--- src/rtl/sgram_seq_pkg.sv ---
`timescale 1ns/1ps
package sgram_seq_pkg;
  typedef enum logic [2:0] {
    OP_NOP = 3'd0,
    OP_ACT = 3'd1,
    OP_RD  = 3'd2,
    OP_RDA = 3'd3,
    OP_WR  = 3'd4,
    OP_PRE = 3'd5
  } op_e;
endpackage

--- src/rtl/sgram_bank_track.sv ---
`timescale 1ns/1ps
module sgram_bank_track #(
  parameter int NUM_BANKS = 2,
  parameter int BANK_W    = 1,
  parameter int T_RCD     = 3
) (
  input  logic                 clk_i,
  input  logic                 rst_ni,
  input  logic                 act_i,
  input  logic                 close_i,
  input  logic [BANK_W-1:0]    bank_i,
  output logic [NUM_BANKS-1:0] open_o,
  output logic                 rcd_busy_o
);
  localparam int RCD_W = $clog2(T_RCD + 1);

  logic [RCD_W-1:0]     rcd_q [NUM_BANKS];
  logic [NUM_BANKS-1:0] busy_vec;

  for (genvar b = 0; b < NUM_BANKS; b++) begin : g_bank
    logic hit;
    assign hit = (bank_i == BANK_W'(b));
    always_ff @(posedge clk_i or negedge rst_ni) begin
      if (!rst_ni) begin
        open_o[b] <= 1'b0;
        rcd_q[b]  <= '0;
      end else if (act_i && hit) begin
        open_o[b] <= 1'b1;
        rcd_q[b]  <= RCD_W'(T_RCD - 1);
      end else begin
        if (close_i && hit) open_o[b] <= 1'b0;
        if (rcd_q[b] != '0) rcd_q[b] <= rcd_q[b] - 1'b1;
      end
    end
    assign busy_vec[b] = (rcd_q[b] != '0);
  end

  assign rcd_busy_o = |busy_vec;
endmodule

--- src/rtl/sgram_burst_ctl.sv ---
`timescale 1ns/1ps
module sgram_burst_ctl #(
  parameter int COL_W     = 8,
  parameter int BURST_LEN = 4,
  parameter int T_RP      = 2
) (
  input  logic             clk_i,
  input  logic             rst_ni,
  input  logic             start_i,
  input  logic             start_rd_i,
  input  logic             ap_i,
  input  logic             stop_i,
  input  logic [COL_W-1:0] col_i,
  output logic             rd_slot_o,
  output logic             wr_slot_o,
  output logic [COL_W-1:0] col_o,
  output logic             busy_o
);
  localparam bit FULL_PAGE = (BURST_LEN == (1 << COL_W));
  localparam int BEAT_W    = $clog2(BURST_LEN + 1);
  localparam int LOCK_N    = T_RP + BURST_LEN - 1;
  localparam int LOCK_W    = $clog2(LOCK_N + 2);

  logic [BEAT_W-1:0] beats_q;
  logic [LOCK_W-1:0] lock_q;
  logic              fp_q;

  always_ff @(posedge clk_i or negedge rst_ni) begin
    if (!rst_ni) begin
      rd_slot_o <= 1'b0;
      wr_slot_o <= 1'b0;
      col_o     <= '0;
      beats_q   <= '0;
      fp_q      <= 1'b0;
    end else if (start_i) begin
      rd_slot_o <= start_rd_i;
      wr_slot_o <= !start_rd_i;
      col_o     <= col_i;
      beats_q   <= FULL_PAGE ? '0 : BEAT_W'(BURST_LEN - 1);
      fp_q      <= FULL_PAGE;
    end else if (stop_i) begin
      rd_slot_o <= 1'b0;
      wr_slot_o <= 1'b0;
      beats_q   <= '0;
      fp_q      <= 1'b0;
    end else if (fp_q) begin
      col_o <= col_o + 1'b1;  // page wrap falls out of the width
    end else if (beats_q != '0) begin
      beats_q <= beats_q - 1'b1;
      col_o   <= col_o + 1'b1;
    end else begin
      rd_slot_o <= 1'b0;
      wr_slot_o <= 1'b0;
    end
  end

  always_ff @(posedge clk_i or negedge rst_ni) begin
    if (!rst_ni)                lock_q <= '0;
    else if (start_i && ap_i)   lock_q <= LOCK_W'(LOCK_N);
    else if (lock_q != '0)      lock_q <= lock_q - 1'b1;
  end

  assign busy_o = (lock_q != '0) || (beats_q != '0);
endmodule

--- src/rtl/sgram_rd_capture.sv ---
`timescale 1ns/1ps
module sgram_rd_capture #(
  parameter int DQ_W    = 32,
  parameter int CAS_LAT = 2
) (
  input  logic            clk_i,
  input  logic            rst_ni,
  input  logic            slot_i,
  input  logic [DQ_W-1:0] dq_i,
  output logic [DQ_W-1:0] rd_data_o,
  output logic            rd_valid_o
);
  logic [CAS_LAT-1:0] pipe_q;

  if (CAS_LAT == 1) begin : g_cl1
    always_ff @(posedge clk_i or negedge rst_ni) begin
      if (!rst_ni) pipe_q <= '0;
      else         pipe_q <= slot_i;
    end
  end else begin : g_cln
    always_ff @(posedge clk_i or negedge rst_ni) begin
      if (!rst_ni) pipe_q <= '0;
      else         pipe_q <= {pipe_q[CAS_LAT-2:0], slot_i};
    end
  end

  always_ff @(posedge clk_i or negedge rst_ni) begin
    if (!rst_ni) begin
      rd_valid_o <= 1'b0;
      rd_data_o  <= '0;
    end else begin
      rd_valid_o <= pipe_q[CAS_LAT-1];
      if (pipe_q[CAS_LAT-1]) rd_data_o <= dq_i;
    end
  end
endmodule

--- src/rtl/sgram_cmd_seq.sv ---
`timescale 1ns/1ps
module sgram_cmd_seq #(
  parameter int DQ_W      = 32,
  parameter int ADDR_W    = 11,
  parameter int COL_W     = 8,
  parameter int NUM_BANKS = 2,
  parameter int BURST_LEN = 4,
  parameter int CAS_LAT   = 2,
  parameter int T_RCD     = 3,
  parameter int T_RP      = 2,
  localparam int BANK_W   = (NUM_BANKS > 1) ? $clog2(NUM_BANKS) : 1
) (
  input  logic              clk_i,
  input  logic              rst_ni,
  input  logic              req_valid_i,
  input  logic [2:0]        req_op_i,
  input  logic [BANK_W-1:0] req_bank_i,
  input  logic [ADDR_W-1:0] req_row_i,
  input  logic [COL_W-1:0]  req_col_i,
  input  logic [DQ_W-1:0]   wr_data_i,
  input  logic [DQ_W-1:0]   dq_i,
  output logic              req_ready_o,
  output logic              err_o,
  output logic              ras_n_o,
  output logic              cas_n_o,
  output logic              we_n_o,
  output logic              dsf_o,
  output logic [BANK_W-1:0] bs_o,
  output logic [ADDR_W-1:0] addr_o,
  output logic [DQ_W-1:0]   dq_o,
  output logic              dq_oe_o,
  output logic [COL_W-1:0]  burst_col_o,
  output logic [DQ_W-1:0]   rd_data_o,
  output logic              rd_valid_o
);
  import sgram_seq_pkg::*;

  localparam bit FULL_PAGE = (BURST_LEN == (1 << COL_W));

  op_e                  op;
  logic                 accept, is_rw, is_rd, bank_ok;
  logic                 issue_rw, issue_act, issue_pre, err_d, ap_eff, close_bank;
  logic [NUM_BANKS-1:0] bank_open;
  logic                 rcd_busy, burst_busy, rd_slot;
  logic [ADDR_W-1:0]    rw_addr;

  assign op        = op_e'(req_op_i);
  assign accept    = req_valid_i && req_ready_o;
  assign is_rd     = (op == OP_RD) || (op == OP_RDA);
  assign is_rw     = is_rd || (op == OP_WR);
  assign bank_ok   = bank_open[req_bank_i];
  assign issue_rw  = accept && is_rw && bank_ok;
  assign err_d     = accept && is_rw && !bank_ok;
  assign issue_act = accept && (op == OP_ACT);
  assign issue_pre = accept && (op == OP_PRE);
  assign ap_eff    = (op == OP_RDA) && !FULL_PAGE;
  assign close_bank = issue_pre || (issue_rw && ap_eff);

  always_comb begin
    rw_addr            = '0;
    rw_addr[COL_W-1:0] = req_col_i;
    rw_addr[COL_W]     = ap_eff;
  end

  sgram_bank_track #(
    .NUM_BANKS(NUM_BANKS), .BANK_W(BANK_W), .T_RCD(T_RCD)
  ) u_banks (
    .clk_i(clk_i), .rst_ni(rst_ni), .act_i(issue_act), .close_i(close_bank),
    .bank_i(req_bank_i), .open_o(bank_open), .rcd_busy_o(rcd_busy)
  );

  sgram_burst_ctl #(
    .COL_W(COL_W), .BURST_LEN(BURST_LEN), .T_RP(T_RP)
  ) u_burst (
    .clk_i(clk_i), .rst_ni(rst_ni), .start_i(issue_rw), .start_rd_i(is_rd),
    .ap_i(ap_eff), .stop_i(issue_act || issue_pre), .col_i(req_col_i),
    .rd_slot_o(rd_slot), .wr_slot_o(dq_oe_o), .col_o(burst_col_o),
    .busy_o(burst_busy)
  );

  sgram_rd_capture #(
    .DQ_W(DQ_W), .CAS_LAT(CAS_LAT)
  ) u_rdcap (
    .clk_i(clk_i), .rst_ni(rst_ni), .slot_i(rd_slot), .dq_i(dq_i),
    .rd_data_o(rd_data_o), .rd_valid_o(rd_valid_o)
  );

  assign req_ready_o = !burst_busy && !rcd_busy;
  assign dsf_o       = 1'b0;

  always_ff @(posedge clk_i or negedge rst_ni) begin
    if (!rst_ni) begin
      ras_n_o <= 1'b1;
      cas_n_o <= 1'b1;
      we_n_o  <= 1'b1;
      bs_o    <= '0;
      addr_o  <= '0;
      err_o   <= 1'b0;
      dq_o    <= '0;
    end else begin
      ras_n_o <= 1'b1;
      cas_n_o <= 1'b1;
      we_n_o  <= 1'b1;
      err_o   <= err_d;
      dq_o    <= wr_data_i;  // beat k leaves one cycle after it is offered
      if (issue_act) begin
        ras_n_o <= 1'b0;
        bs_o    <= req_bank_i;
        addr_o  <= req_row_i;
      end else if (issue_pre) begin
        ras_n_o <= 1'b0;
        we_n_o  <= 1'b0;
        bs_o    <= req_bank_i;
        addr_o  <= '0;
      end else if (issue_rw) begin
        cas_n_o <= 1'b0;
        we_n_o  <= is_rd;
        bs_o    <= req_bank_i;
        addr_o  <= rw_addr;
      end
    end
  end
endmodule

--- config.mk ---
export PLATFORM = sky130hd
export DESIGN_NAME = sgram_cmd_seq
export DESIGN_NICKNAME = d
export VERILOG_FILES = /design/src/rtl/sgram_seq_pkg.sv /design/src/rtl/sgram_bank_track.sv /design/src/rtl/sgram_burst_ctl.sv /design/src/rtl/sgram_rd_capture.sv /design/src/rtl/sgram_cmd_seq.sv
export SDC_FILE = /design/constraint.sdc
export NUM_CORES = 1
export LEC_CHECK = 0
export BUFFER_PORTS_ARGS = -buffer_cell sky130_fd_sc_hd__buf_2
export CAP_MARGIN = 5
export CORE_UTILIZATION = 25
export CTS_BUF_LIST = sky130_fd_sc_hd__clkbuf_16
export CTS_CLUSTER_DIAMETER = 30
export DETAILED_ROUTE_END_ITERATION = 12
export PLACE_DENSITY_LB_ADDON = 0.2
export SYNTH_ARGS = -nofsm -noshare
export SYNTH_HDL_FRONTEND = slang
export SYNTH_SLANG_ARGS = --single-unit
--- constraint.sdc ---
create_clock -name clk_i -period 1.8 [get_ports clk_i]
set_input_delay 0.36 -clock clk_i [delete_from_list [all_inputs] [get_ports clk_i]]
set_output_delay 0.36 -clock clk_i [all_outputs]
set_load 0.03 [all_outputs]
==> results.py <==
metrics = {
    "finish": {
        "instances_no_fill": 719,
        "final_cell_mix": "178 x buf_2, 102 x dfrtp_1, 32 x mux2_2",
        "final_common_cell": "buf_2",
        "fill_cells": 1513,
        "antenna_cells": 0,
        "area_growth_syn_to_layout_pct": 46.96,
        "final_util": 0.3816,
        "drive_above_1_share": 0.5827,
        "fin_nets": 600,
    },
    "floorplan": {
        "num_rows": 45,
        "die_h_um": 128.4,
        "start_util": 0.2597,
        "pin_count": 182,
        "coreArea_um2": 15370,
        "dieArea_um2": 16480,
        "die_x_um": 128.4,
    },
    "route": {
        "ant_nets": 0,
        "wirelength_um": 10310,
        "dr.pass1.iters": 4,
        "drt-wirelength-per-cell_um": 14.34,
        "vias": 3084,
        "via_per_inst": 4.289,
        "drt_iter0_drc": 73,
        "drc_errors": 0,
    },
    "sta": {
        "fin_crit_sh": 1.097,
        "fin_worst_skew_ns": 0.005779,
        "min_period_ns": 1.974,
        "final-hold-violation-count": 0,
        "whs_ns": 0.1107,
        "setup_viol": 23,
        "finalMaxSlewViolations": 0,
        "rsz0062_at_grt": "true",
        "max_freq_mhz": 506.6,
        "setup_ws_ns": -0.1740,
    },
    "cts": {
        "cts_sinks": 105,
        "cts_buffer_depth": 2,
        "cts_inserted_buffers": 9,
        "clk_pin_slew_worst_paths_ns": 0.08,
        "clk_latency_ns": 0.34,
        "cts_tree": "yes",
        "htree_levels": 3,
        "root_buffer": "clkbuf_16",
    },
    "global_routing": {
        "first_global_vias": 3130,
        "grt_pass1_wl_um": 15710,
        "grt_max_degree": 34,
        "grt.total_usage": 0.1246,
        "antenna_found_initial": 0,
        "globalRouteOverflowTotal": 0,
    },
    "logic_synthesis": {
        "synth-main-ff-cell": "dfrtp_1",
        "synth_largest_area_cell": "dfrtp_1",
        "synth_cell_types": 45,
        "async_reset_ff_frac": 1.000,
        "syn_area_um2": 3991,
        "avgSynthCellArea_um2": 13.39,
        "yosysTopAreaCellShare": 0.6395,
        "synth_nets": 395,
        "postSynthCellCount": 298,
        "synth_seq_cells": 105,
        "netlist_top_cells_area": "dfrtp_1 64%, mux2_2 9.0%, nand2_1 2.4%",
        "ys_warn_count": 0,
        "synth_edf_count": 0,
        "synth.yosys.seq_area_share": 0.6592,
    },
    "run": {
        "drv_cap": 0,
    },
    "run_status": {
        "violations": "setup timing",
        "status": "finished with violations",
    },
    "setup_path": {
        "cp_slowest_cell": "dfrtp_1",
        "critPathKind": "reg -> out",
        "r2r_cells": 9,
        "crit_required_ns": 1.44,
        "worstPathCellList": "inv_1, ha_2, ha_4, and4b_1, and2_4, buf_6",
        "endpoint_kind": "primary output",
        "worstPathMaxFanout": 2,
        "cp_data_arrival_time_ns": 1.61,
        "critPathMaxStageDelay_ns": 0.38,
        "critPathLaunchType": "flip-flop",
    },
    "placed_design": {
        "dp_cells": 697,
        "numPortBuffers": 180,
        "dp_slack_ns": -0.06343,
        "hpwlAfterDp_um": 7631,
        "gp_congestion": 0.7563,
    },
    "min_path": {
        "hold_depth": 1,
        "hold_path.class": "in -> reg",
    },
    "power": {
        "power.leakage_uw": 0.002831,
        "vdd_drop_max_mv": 0.5288,
        "finalPower_uw": 7553,
        "cellPowerDensity_nw_per_um2": 1288,
    },
}
==> power by group <==
group / switching (uW) / internal, uW / leakage (uW)
Clock: 930 / 963 / 0.000128
Sequential: 296 / 2810 / 0.00125
Combinational: 1510 / 1040 / 0.00146
Total: 2740 / 4810 / 0.00283
==> worst max-delay path, delay by kind of cell (launching register included) <==
kind | cells | cell delay (ns)
and+or+nand+nor | 2 | 0.40
DFF | 1 | 0.38
adders and majority gates | 2 | 0.30
buffers and inverters | 2 | 0.18
==> flip-flops by register name, indices dropped and copies added (netlist names), 2 cells and up <==
name,flops
addr_o,11
dq_o,32
u_banks.open_o,2
u_banks.rcd_q,4
u_burst.beats_q,3
u_burst.col_o,8
u_burst.lock_q,3
u_rdcap.pipe_q,2
u_rdcap.rd_data_o,32
==> cells by family (layout without fill, tap and decap cells) <==
kind of cell,after synthesis,after routing,synth area share
DFF,105,105,0.6592
other,1,1,0.0009395
muxes,38,38,0.1110
buffers and inverters,29,239,0.03511
and+or+nand+nor,65,65,0.08276
AOI/OAI and AO/OA,45,45,0.07147
xor gates and xnor gates,8,8,0.01755
adders and majority gates,7,7,0.02194
==> area by class of cell <==
cell class | instances | area [um^2] | area share
Clock buffer | 9 | 225.2 | 0.03840
Clock inverter | 7 | 61.31 | 0.01045
Inverter | 16 | 62.56 | 0.01067
Multi-Input combinational cell | 164 | 1418 | 0.2417
Sequential cell | 105 | 2631 | 0.4486
Tap cell | 211 | 264.0 | 0.04501
Timing Repair Buffer | 207 | 1204 | 0.2052
==> per-stage QoR <==
step                area (um^2)  setup TNS (ns)
floorplan                  4020        -0.08925
global placement           5289               0
detailed placement         5289         -0.2435
CTS                        5798          -2.245
global route               5866          -3.744
finish                     5866          -1.852
==> cell usage after synthesis, types with 2 or more instances <==
master,count
nand2_1,25
o311ai_0,2
a31o_1,2
nor2_1,6
and2_1,4
nor2b_1,5
buf_1,4
buf_2,2
clkbuf_1,2
and3_1,2
ha_1,7
o211ai_1,2
inv_1,15
xnor2_1,4
buf_6,2
a21oi_1,11
mux2_4,2
mux2i_1,3
o21ai_0,11
nor3_1,4
o22ai_1,3
xor2_1,4
nand4b_1,3
buf_4,3
dfrtp_1,102
dfstp_2,3
mux2_2,32
a31oi_1,8
nand3_1,9
==> what timing repair did <==
action | CTS | global route
gates cloned | 1 | 0
resized for setup | 45 | 13
hold buffers | 1 | 0
pin swaps | 25 | 11
hold endpoints to repair | 21 | 0
endpoints found under the setup margin | 14 | 34
setup buffers | 5 | 0
==> per-layer routing <==
layer  track usage  share of wire  vias to the layer above
met4       0.06090          0.022                        0
li1              -              -                     1439
met3       0.03410          0.078                       17
met1        0.1494           0.43                     1482
met5             0              0                        -
met2        0.2067           0.47                      146
==> worst paths after layout <==
| path | from | to | slack [ns] |
|---|---|---|---|
| max in group asynchronous | rst_ni | dq_o[14]$_DFF_PN0_ | 0.77 |
| hold reg to reg | u_rdcap.pipe_q[0]$_DFF_PN0_ | u_rdcap.pipe_q[1]$_DFF_PN0_ | 0.35 |
| hold / removal | wr_data_i[31] | dq_o[31]$_DFF_PN0_ | 0.11 |
| min in group asynchronous | rst_ni | u_rdcap.rd_data_o[0]$_DFFE_PN0P_ | 0.47 |
| setup / recovery | u_burst.beats_q[1]$_DFFE_PN0P_ | req_ready_o | -0.17 |
| setup reg to reg | u_burst.beats_q[1]$_DFFE_PN0P_ | bs_o$_DFFE_PN0P_ | -0.16 |
(Power assumes the default switching activity.)
